==> src/rtl/nic_regbank_pkg.sv <==
package nic_regbank_pkg;

  localparam int unsigned BUS_DW    = 32;
  localparam int unsigned BUS_LANES = BUS_DW / 8;

  // byte offsets of the mapped doublewords
  localparam logic [7:0] OFS_SA_LO = 8'h00;
  localparam logic [7:0] OFS_SA_HI = 8'h04;
  localparam logic [7:0] OFS_MC_LO = 8'h08;
  localparam logic [7:0] OFS_MC_HI = 8'h0C;
  localparam logic [7:0] OFS_TMR   = 8'h48;
  localparam logic [7:0] OFS_DROP  = 8'h4C;

  typedef enum logic [2:0] {
    SEL_NONE,
    SEL_SA_LO,
    SEL_SA_HI,
    SEL_MC_LO,
    SEL_MC_HI,
    SEL_TMR,
    SEL_DROP
  } reg_sel_e;

  function automatic logic [BUS_DW-1:0] lane_mask(input logic [BUS_LANES-1:0] be);
    logic [BUS_DW-1:0] m;
    for (int i = 0; i < BUS_LANES; i++) m[i*8 +: 8] = {8{be[i]}};
    return m;
  endfunction

endpackage

==> src/rtl/nic_addr_store.sv <==
module nic_addr_store #(
  parameter int unsigned NWORDS      = 2,
  parameter int unsigned VALID_BYTES = 6,
  localparam int unsigned NBYTES     = NWORDS * 4,
  localparam int unsigned STORE_W    = NBYTES * 8
) (
  input  logic               clk,
  input  logic               rst_ni,
  input  logic [NWORDS-1:0]  wr_word,   // already qualified as full-doubleword write
  input  logic [31:0]        wdata,
  input  logic               load,
  input  logic [STORE_W-1:0] load_data,
  output logic [STORE_W-1:0] store_o
);

  for (genvar b = 0; b < NBYTES; b++) begin : g_byte
    if (b < VALID_BYTES) begin : g_live
      logic [7:0] byte_q;
      logic [7:0] byte_d;
      logic       byte_en;

      assign byte_en = load | wr_word[b/4];

      always_comb begin
        byte_d = byte_q;
        if (load)             byte_d = load_data[b*8 +: 8];
        else if (wr_word[b/4]) byte_d = wdata[(b%4)*8 +: 8];
      end

      always_ff @(posedge clk or negedge rst_ni) begin
        if (!rst_ni)      byte_q <= '0;
        else if (byte_en) byte_q <= byte_d;
      end

      assign store_o[b*8 +: 8] = byte_q;

      // no write and no load means the stored byte is untouched
      a_r3_byte_hold: assert property (@(posedge clk) disable iff (!rst_ni)
        (!load && !wr_word[b/4]) |=> $stable(store_o[b*8 +: 8]));
      // a load takes the autoload value
      a_r1_load_value: assert property (@(posedge clk) disable iff (!rst_ni)
        load |=> (store_o[b*8 +: 8] == $past(load_data[b*8 +: 8])));
    end else begin : g_pad
      assign store_o[b*8 +: 8] = '0;
    end
  end

endmodule

==> src/rtl/nic_free_timer.sv <==
module nic_free_timer #(
  parameter int unsigned TMR_W = 32
) (
  input  logic             clk,
  input  logic             rst_ni,
  input  logic             clr,
  output logic [TMR_W-1:0] count_o
);

  logic [TMR_W-1:0] cnt_q;
  logic [TMR_W-1:0] cnt_d;

  always_comb begin
    if (clr) cnt_d = '0;
    else     cnt_d = cnt_q + TMR_W'(1);
  end

  always_ff @(posedge clk or negedge rst_ni) begin
    if (!rst_ni) cnt_q <= '0;
    else         cnt_q <= cnt_d;
  end

  assign count_o = cnt_q;

  // restart from zero on a write
  a_r6_restart: assert property (@(posedge clk) disable iff (!rst_ni)
    clr |=> (count_o == '0));
  // one step per clock otherwise
  a_r6_step: assert property (@(posedge clk) disable iff (!rst_ni)
    !clr |=> (count_o == $past(count_o) + TMR_W'(1)));

endmodule

==> src/rtl/nic_drop_counter.sv <==
module nic_drop_counter #(
  parameter int unsigned CNT_W = 24
) (
  input  logic             clk,
  input  logic             rst_ni,
  input  logic             clr,
  input  logic             inc,
  output logic [CNT_W-1:0] count_o
);

  localparam logic [CNT_W-1:0] CNT_MAX = '1;

  logic [CNT_W-1:0] cnt_q;
  logic [CNT_W-1:0] cnt_d;
  logic             cnt_en;
  logic             at_max;

  assign at_max = (cnt_q == CNT_MAX);
  assign cnt_en = clr | (inc & ~at_max);

  always_comb begin
    if (clr) cnt_d = '0;
    else     cnt_d = cnt_q + CNT_W'(1);
  end

  always_ff @(posedge clk or negedge rst_ni) begin
    if (!rst_ni)     cnt_q <= '0;
    else if (cnt_en) cnt_q <= cnt_d;
  end

  assign count_o = cnt_q;

  // clear wins over a simultaneous increment
  a_r9_clear_wins: assert property (@(posedge clk) disable iff (!rst_ni)
    clr |=> (count_o == '0));
  // never wraps from full
  a_r8_no_wrap: assert property (@(posedge clk) disable iff (!rst_ni)
    (!clr && count_o == CNT_MAX) |=> (count_o == CNT_MAX));
  // one step per dropped frame below the ceiling
  a_r7_step: assert property (@(posedge clk) disable iff (!rst_ni)
    (!clr && inc && count_o != CNT_MAX) |=> (count_o == $past(count_o) + CNT_W'(1)));
  // idle counter holds
  a_r7_hold: assert property (@(posedge clk) disable iff (!rst_ni)
    (!clr && !inc) |=> $stable(count_o));

endmodule

==> src/rtl/nic_regbank.sv <==
module nic_regbank
  import nic_regbank_pkg::*;
#(
  parameter int unsigned ADDR_W = 8,
  parameter int unsigned DROP_W = 24
) (
  input  logic              clk,
  input  logic              rst_n,
  input  logic              soft_rst,
  input  logic              bus_valid,
  input  logic              bus_write,
  input  logic [ADDR_W-1:0] bus_addr,
  input  logic [3:0]        bus_be,
  input  logic [31:0]       bus_wdata,
  output logic [31:0]       bus_rdata,
  input  logic              ee_load,
  input  logic [47:0]       ee_mac,
  input  logic              drop_pulse,
  output logic [47:0]       station_addr,
  output logic [63:0]       mcast_filter
);

  localparam int unsigned TMR_W    = BUS_DW;
  localparam int unsigned SA_WORDS = 2;
  localparam int unsigned MC_WORDS = 2;
  localparam int unsigned SA_BYTES = 6;
  localparam int unsigned MC_BYTES = MC_WORDS * 4;
  localparam int unsigned DROP_PAD = BUS_DW - DROP_W;

  // ---------------- reset synchronizer ----------------
  logic rst_meta_q, rst_sync_q;
  always_ff @(posedge clk or negedge rst_n) begin
    if (!rst_n) begin
      rst_meta_q <= 1'b0;
      rst_sync_q <= 1'b0;
    end else begin
      rst_meta_q <= 1'b1;
      rst_sync_q <= rst_meta_q;
    end
  end

  // ---------------- decode ----------------
  logic [ADDR_W-1:0] word_base;
  reg_sel_e          sel;
  logic              acc_wr, acc_rd, full_word;

  assign word_base = {bus_addr[ADDR_W-1:2], 2'b00};
  assign acc_wr    = bus_valid & bus_write;
  assign acc_rd    = bus_valid & ~bus_write;
  assign full_word = (bus_be == 4'b1111);

  always_comb begin
    sel = SEL_NONE;
    if      (word_base == ADDR_W'(OFS_SA_LO)) sel = SEL_SA_LO;
    else if (word_base == ADDR_W'(OFS_SA_HI)) sel = SEL_SA_HI;
    else if (word_base == ADDR_W'(OFS_MC_LO)) sel = SEL_MC_LO;
    else if (word_base == ADDR_W'(OFS_MC_HI)) sel = SEL_MC_HI;
    else if (word_base == ADDR_W'(OFS_TMR))   sel = SEL_TMR;
    else if (word_base == ADDR_W'(OFS_DROP))  sel = SEL_DROP;
  end

  logic [SA_WORDS-1:0] sa_wr;
  logic [MC_WORDS-1:0] mc_wr;
  logic                tmr_clr, drop_clr;

  assign sa_wr    = {acc_wr & full_word & (sel == SEL_SA_HI),
                     acc_wr & full_word & (sel == SEL_SA_LO)};
  assign mc_wr    = {acc_wr & full_word & (sel == SEL_MC_HI),
                     acc_wr & full_word & (sel == SEL_MC_LO)};
  assign tmr_clr  = acc_wr & (sel == SEL_TMR);
  assign drop_clr = (acc_wr & (sel == SEL_DROP)) | soft_rst;

  // ---------------- storage ----------------
  logic [SA_WORDS*32-1:0] sa_store;
  logic [MC_WORDS*32-1:0] mc_store;
  logic [TMR_W-1:0]       tmr_val;
  logic [DROP_W-1:0]      drop_val;

  nic_addr_store #(.NWORDS(SA_WORDS), .VALID_BYTES(SA_BYTES)) u_sa (
    .clk      (clk),
    .rst_ni   (rst_sync_q),
    .wr_word  (sa_wr),
    .wdata    (bus_wdata),
    .load     (ee_load),
    .load_data({{(SA_WORDS*32-48){1'b0}}, ee_mac}),
    .store_o  (sa_store)
  );

  nic_addr_store #(.NWORDS(MC_WORDS), .VALID_BYTES(MC_BYTES)) u_mc (
    .clk      (clk),
    .rst_ni   (rst_sync_q),
    .wr_word  (mc_wr),
    .wdata    (bus_wdata),
    .load     (1'b0),
    .load_data('0),
    .store_o  (mc_store)
  );

  nic_free_timer #(.TMR_W(TMR_W)) u_tmr (
    .clk    (clk),
    .rst_ni (rst_sync_q),
    .clr    (tmr_clr),
    .count_o(tmr_val)
  );

  nic_drop_counter #(.CNT_W(DROP_W)) u_drop (
    .clk    (clk),
    .rst_ni (rst_sync_q),
    .clr    (drop_clr),
    .inc    (drop_pulse),
    .count_o(drop_val)
  );

  assign station_addr = sa_store[47:0];
  assign mcast_filter = mc_store;

  // ---------------- read path ----------------
  logic [31:0] rd_raw, rdata_d, rdata_q;

  always_comb begin
    unique case (sel)
      SEL_SA_LO: rd_raw = sa_store[31:0];
      SEL_SA_HI: rd_raw = sa_store[63:32];
      SEL_MC_LO: rd_raw = mc_store[31:0];
      SEL_MC_HI: rd_raw = mc_store[63:32];
      SEL_TMR:   rd_raw = tmr_val;
      SEL_DROP:  rd_raw = {{DROP_PAD{1'b0}}, drop_val};
      default:   rd_raw = '0;
    endcase
    rdata_d = rd_raw & lane_mask(bus_be);
  end

  always_ff @(posedge clk or negedge rst_sync_q) begin
    if (!rst_sync_q)  rdata_q <= '0;
    else if (acc_rd)  rdata_q <= rdata_d;
  end

  assign bus_rdata = rdata_q;

  // read data only moves on a read
  a_r4_hold: assert property (@(posedge clk) disable iff (!rst_sync_q)
    !acc_rd |=> $stable(bus_rdata));
  // unmapped doublewords read as zero
  a_r5_unmapped_zero: assert property (@(posedge clk) disable iff (!rst_sync_q)
    (acc_rd && sel == SEL_NONE) |=> (bus_rdata == '0));
  // top byte of the drop counter reads zero
  a_r7_top_byte_zero: assert property (@(posedge clk) disable iff (!rst_sync_q)
    (acc_rd && sel == SEL_DROP) |=> (bus_rdata[31:24] == 8'h00));
  // software reset does not disturb the station address
  a_r9_sa_kept: assert property (@(posedge clk) disable iff (!rst_sync_q)
    (soft_rst && !ee_load && !(acc_wr && full_word)) |=> $stable(station_addr));

endmodule

==> config.mk <==
export PLATFORM = sky130hd
export DESIGN_NAME = nic_regbank
export DESIGN_NICKNAME = d
export VERILOG_FILES = /design/src/rtl/nic_regbank_pkg.sv /design/src/rtl/nic_addr_store.sv /design/src/rtl/nic_free_timer.sv /design/src/rtl/nic_drop_counter.sv /design/src/rtl/nic_regbank.sv
export SDC_FILE = /design/constraint.sdc
export NUM_CORES = 1
export LEC_CHECK = 0
export ABC_AREA = 1
export BUFFER_PORTS_ARGS = -buffer_cell sky130_fd_sc_hd__clkbuf_2
export CAP_MARGIN = 20
export CORE_UTILIZATION = 55
export CTS_CLUSTER_SIZE = 14
export DETAILED_ROUTE_END_ITERATION = 10
export GPL_TIMING_DRIVEN = 1
export PLACE_DENSITY = 0.84
export SLEW_MARGIN = 20
export SYNTH_ARGS = -nofsm -noshare
export SYNTH_HDL_FRONTEND = slang
export SYNTH_SLANG_ARGS = --single-unit
export TNS_END_PERCENT = 1
==> constraint.sdc <==
create_clock -name clk -period 7.1 [get_ports clk]
set_input_delay 0.355 -clock clk [delete_from_list [all_inputs] [get_ports clk]]
set_output_delay 0.355 -clock clk [all_outputs]
set_load 0.01 [all_outputs]
==> impl_results.md <==
* DRC at 0
* Final setup margin at ~4.5 ns
* Req. time, crit path at ~7.5 ns
* Number of top-level pins at roughly 240
* RePlAce Congestion at approximately 0.94
* Hold_buf cts at 1
* CTS tree: yes
* Setup bufs post-CTS at 0
* Core area at between 0.015 and 0.02 mm²
* CTS Buf Count at 22
* Initial DRC count at between 1000 and 1500
* DIE HEIGHT at about 140 µm
* Skew-Pair Late Insertion Delay at between 0.5 and 0.6 ns
* Kind of start point of the critical path: input port
* Ranking of synthesized cells by area: dfrtp_1 (47%), nand2_1 (17%), nor2_1 (6.6%)
* Commonest cells post-synth: nand2_1 (484), dfrtp_1 (202), nor2_1 (188)
* Max VDD drop at 0.165 mV
* Routed wire per std cell at between 15 and 20 µm
* Final hold viol count at 0
* Placement-stage cell area at 0.0120 mm²
* CP max-delay cell: nand3_2
* Total gr overflow at 0
* PostCTS Resize Cnt at 0
* Outcome: finished, final reports clean
* WL final at about 35000 µm
* HPWL Detailed at ~25000 µm
* Fin nets at approximately 1800
* Via count at roughly 11000
* Post-synth ARST share at 1.00
* CTS Root Cell: clkbuf_16
* Area growth syn-to-layout at 19.4%
* Vias in the first global route at roughly 10000
* EDFF count, synth at 0
* Post-Synthesis Cells at 1488
* Slew Viols, Final at 0
* RSZ-0062 raised after global routing: false
* Crit path top cell by count: nor2_4
* Overall Global Routing Usage at 0.357
* Crit-path max FO at 28
* Design Area, Final at 0.0127 mm²
* DRT Pass-1 Iters at 6
* Hold WC Path Type: in -> reg
* Yosys top cell by area: dfrtp_1
* Worst EP arrival at around 3.0 ns
* Share of the synthesized area in the top cell type at 0.474
* Fraction of layout cells with a size suffix above 1 at 0.184
* CTS H-tree depth at 1
* Setup Skew at 0.0175 ns
* Final min period at roughly 2.6 ns
* Unique cell type count in the Yosys netlist at 33
* Max-cap check violation count at 0
* Buffers on Ports at 240
* Top_reg_cell synth: dfrtp_1
* Fillers at between 1500 and 2000
* Syn Area/Cell at slightly above 7 µm²
* Antenna viol nets, final at 0
* P_leak at around 6.7 nW
* Width of the die at ~140 µm
* Setup Viol. Count Final at 0
* Max Clk Rate at between 300 and 400 MHz
* Deepest clock path buffer count at 3
* Actual slew at the worst max-slew pin at approximately 1.1 ns
* Row count at 50
* Flop and latch count out of synthesis at a little over 200
* Synth Warn # at 0
* Slew headroom at 0.271
* Die area at around 0.020 mm²
* Worst-path cell chain: clkbuf_2 -> nor2_4 -> nand3_2 -> nor2_2 -> nor2_4 -> inv_2 -> nand2_1 -> o21ai_1
* Drt via density at 5.51
* First-pass GRT wire length at 54800 µm
* Largest net degree at the start of global routing at between 100 and 150
* Pwr/cell area at roughly 230 mW/mm²
* CTS Sinks at between 200 and 250
* Critical path capture point type: flop
* Syn nets at about 1600
* Initial antenna violation count at 0
* Clk slew on worst S/H paths at approximately 0.070 ns
* CP peak stage delay at around 0.63 ns
* Initial Util at 0.565
* Top-count cell post-synth: nand2_1
* Post-synthesis sequential area ratio at 0.474
* Kind of critical path: in -> reg
* Worst hold margin at 0.0592 ns
* Setup TNS at 0 ns
* Worst slack, placed at between 4 and 5 ns
* Cell area after synthesis at approximately 0.011 mm²
* ANT cells at 0
* Fin crit share at 0.362
==> cell type report <==
class                           count  area, µm²  share of cell area
Sequential cell                   202       5060               0.397
Multi-Input combinational cell   1050       4680               0.367
Timing Repair Buffer              247       1270              0.0996
Inverter                          183        692              0.0543
Clock buffer                       36        663              0.0521
Tap cell                          260        325              0.0255
Clock inverter                      3       53.8             0.00422
==> layer usage <==
| metal | global-route usage | share of wire |
|---|---|---|
| met4 | 0.148 | 0.045 |
| met3 | 0.0692 | 0.10 |
| met2 | 0.543 | 0.44 |
| met1 | 0.502 | 0.42 |
| met5 | 0 | 0 |
==> state kept, by name, indices dropped and copies added (netlist names) <==
| name | flops |
|---|---|
| rst_meta_q | 1 |
| u_tmr.count_o | 32 |
| u_drop.count_o | 24 |
| bus_rdata | 32 |
| rst_sync_q | 1 |
| u_mc.g_byte.g_live.byte_q | 64 |
| u_sa.g_byte.g_live.byte_q | 48 |
==> per-stage QoR <==
stage          utilization  power, mW  std cells
2_1_floorplan            -       1.64       1488
3_3_place_gp         0.636       1.82       1941
3_5_place_dp         0.636       1.83       1941
4_1_cts              0.674       2.96       1981
5_1_grt              0.674       3.08       1981
6_report             0.674       2.97       1981
==> placed cells by master, fill, tap and decap left out, types with 3 or more instances in the layout <==
cell type,instances
clkbuf_16,22
nand2_1,484
o21ai_1,83
nand3_1,54
clkbuf_8,6
nor2_2,5
nand3b_1,12
a21oi_1,51
clkinv_1,3
nand2_2,3
clkbuf_1,8
clkbuf_2,240
inv_1,160
nor3_1,22
inv_2,19
nand4_1,40
a22oi_1,3
dfrtp_1,201
o211ai_1,9
o21ai_0,65
buf_4,5
nor2_4,5
nor2_1,188
xor2_1,14
==> cell families (layout without fill, tap and decap cells) <==
logic type | count (synthesis) | in the layout | share of synthesized area
AO/OA/AOI/OAI | 214 | 214 | 0.104
XOR/XNOR | 14 | 14 | 0.0115
adder cells (fa/ha/maj) | 2 | 2 | 0.00234
buffers and inverters | 236 | 469 | 0.0884
flip-flops | 202 | 202 | 0.474
other | 1 | 1 | 0.000351
AND/OR/NAND/NOR | 819 | 819 | 0.320
==> path summary, 6_finish.rpt <==
kind                              startpoint                               to  slack (ns)  depth (start not counted)
setup / recovery                 bus_addr[5]  u_sa.g_byte[2].g_live.byte_q[3]        4.53                          8
setup reg to reg           u_drop.count_o[0]               u_drop.count_o[11]        4.78                          8
hold reg to reg                   rst_meta_q                       rst_sync_q        0.35                          0
hold / removal                    ee_mac[43]  u_sa.g_byte[5].g_live.byte_q[3]        0.06                          3
max in group asynchronous         rst_sync_q  u_sa.g_byte[2].g_live.byte_q[5]        5.38                          1
min in group asynchronous              rst_n                       rst_sync_q        0.17                          2
==> worst max-delay path, delay by kind of cell <==
family / cells / cell delay (ns)
and+or+nand+nor: 5 / 1.90
buffers and inverters: 2 / 0.61
AOI/OAI and AO/OA: 1 / 0.11
==> power by group <==
part | internal [mW] | total (mW) | switching [mW]
registers | 1.24 | 1.34 | 0.104
clock network | 0.674 | 1.14 | 0.470
logic | 0.156 | 0.478 | 0.322
(Power assumes the default switching activity.)
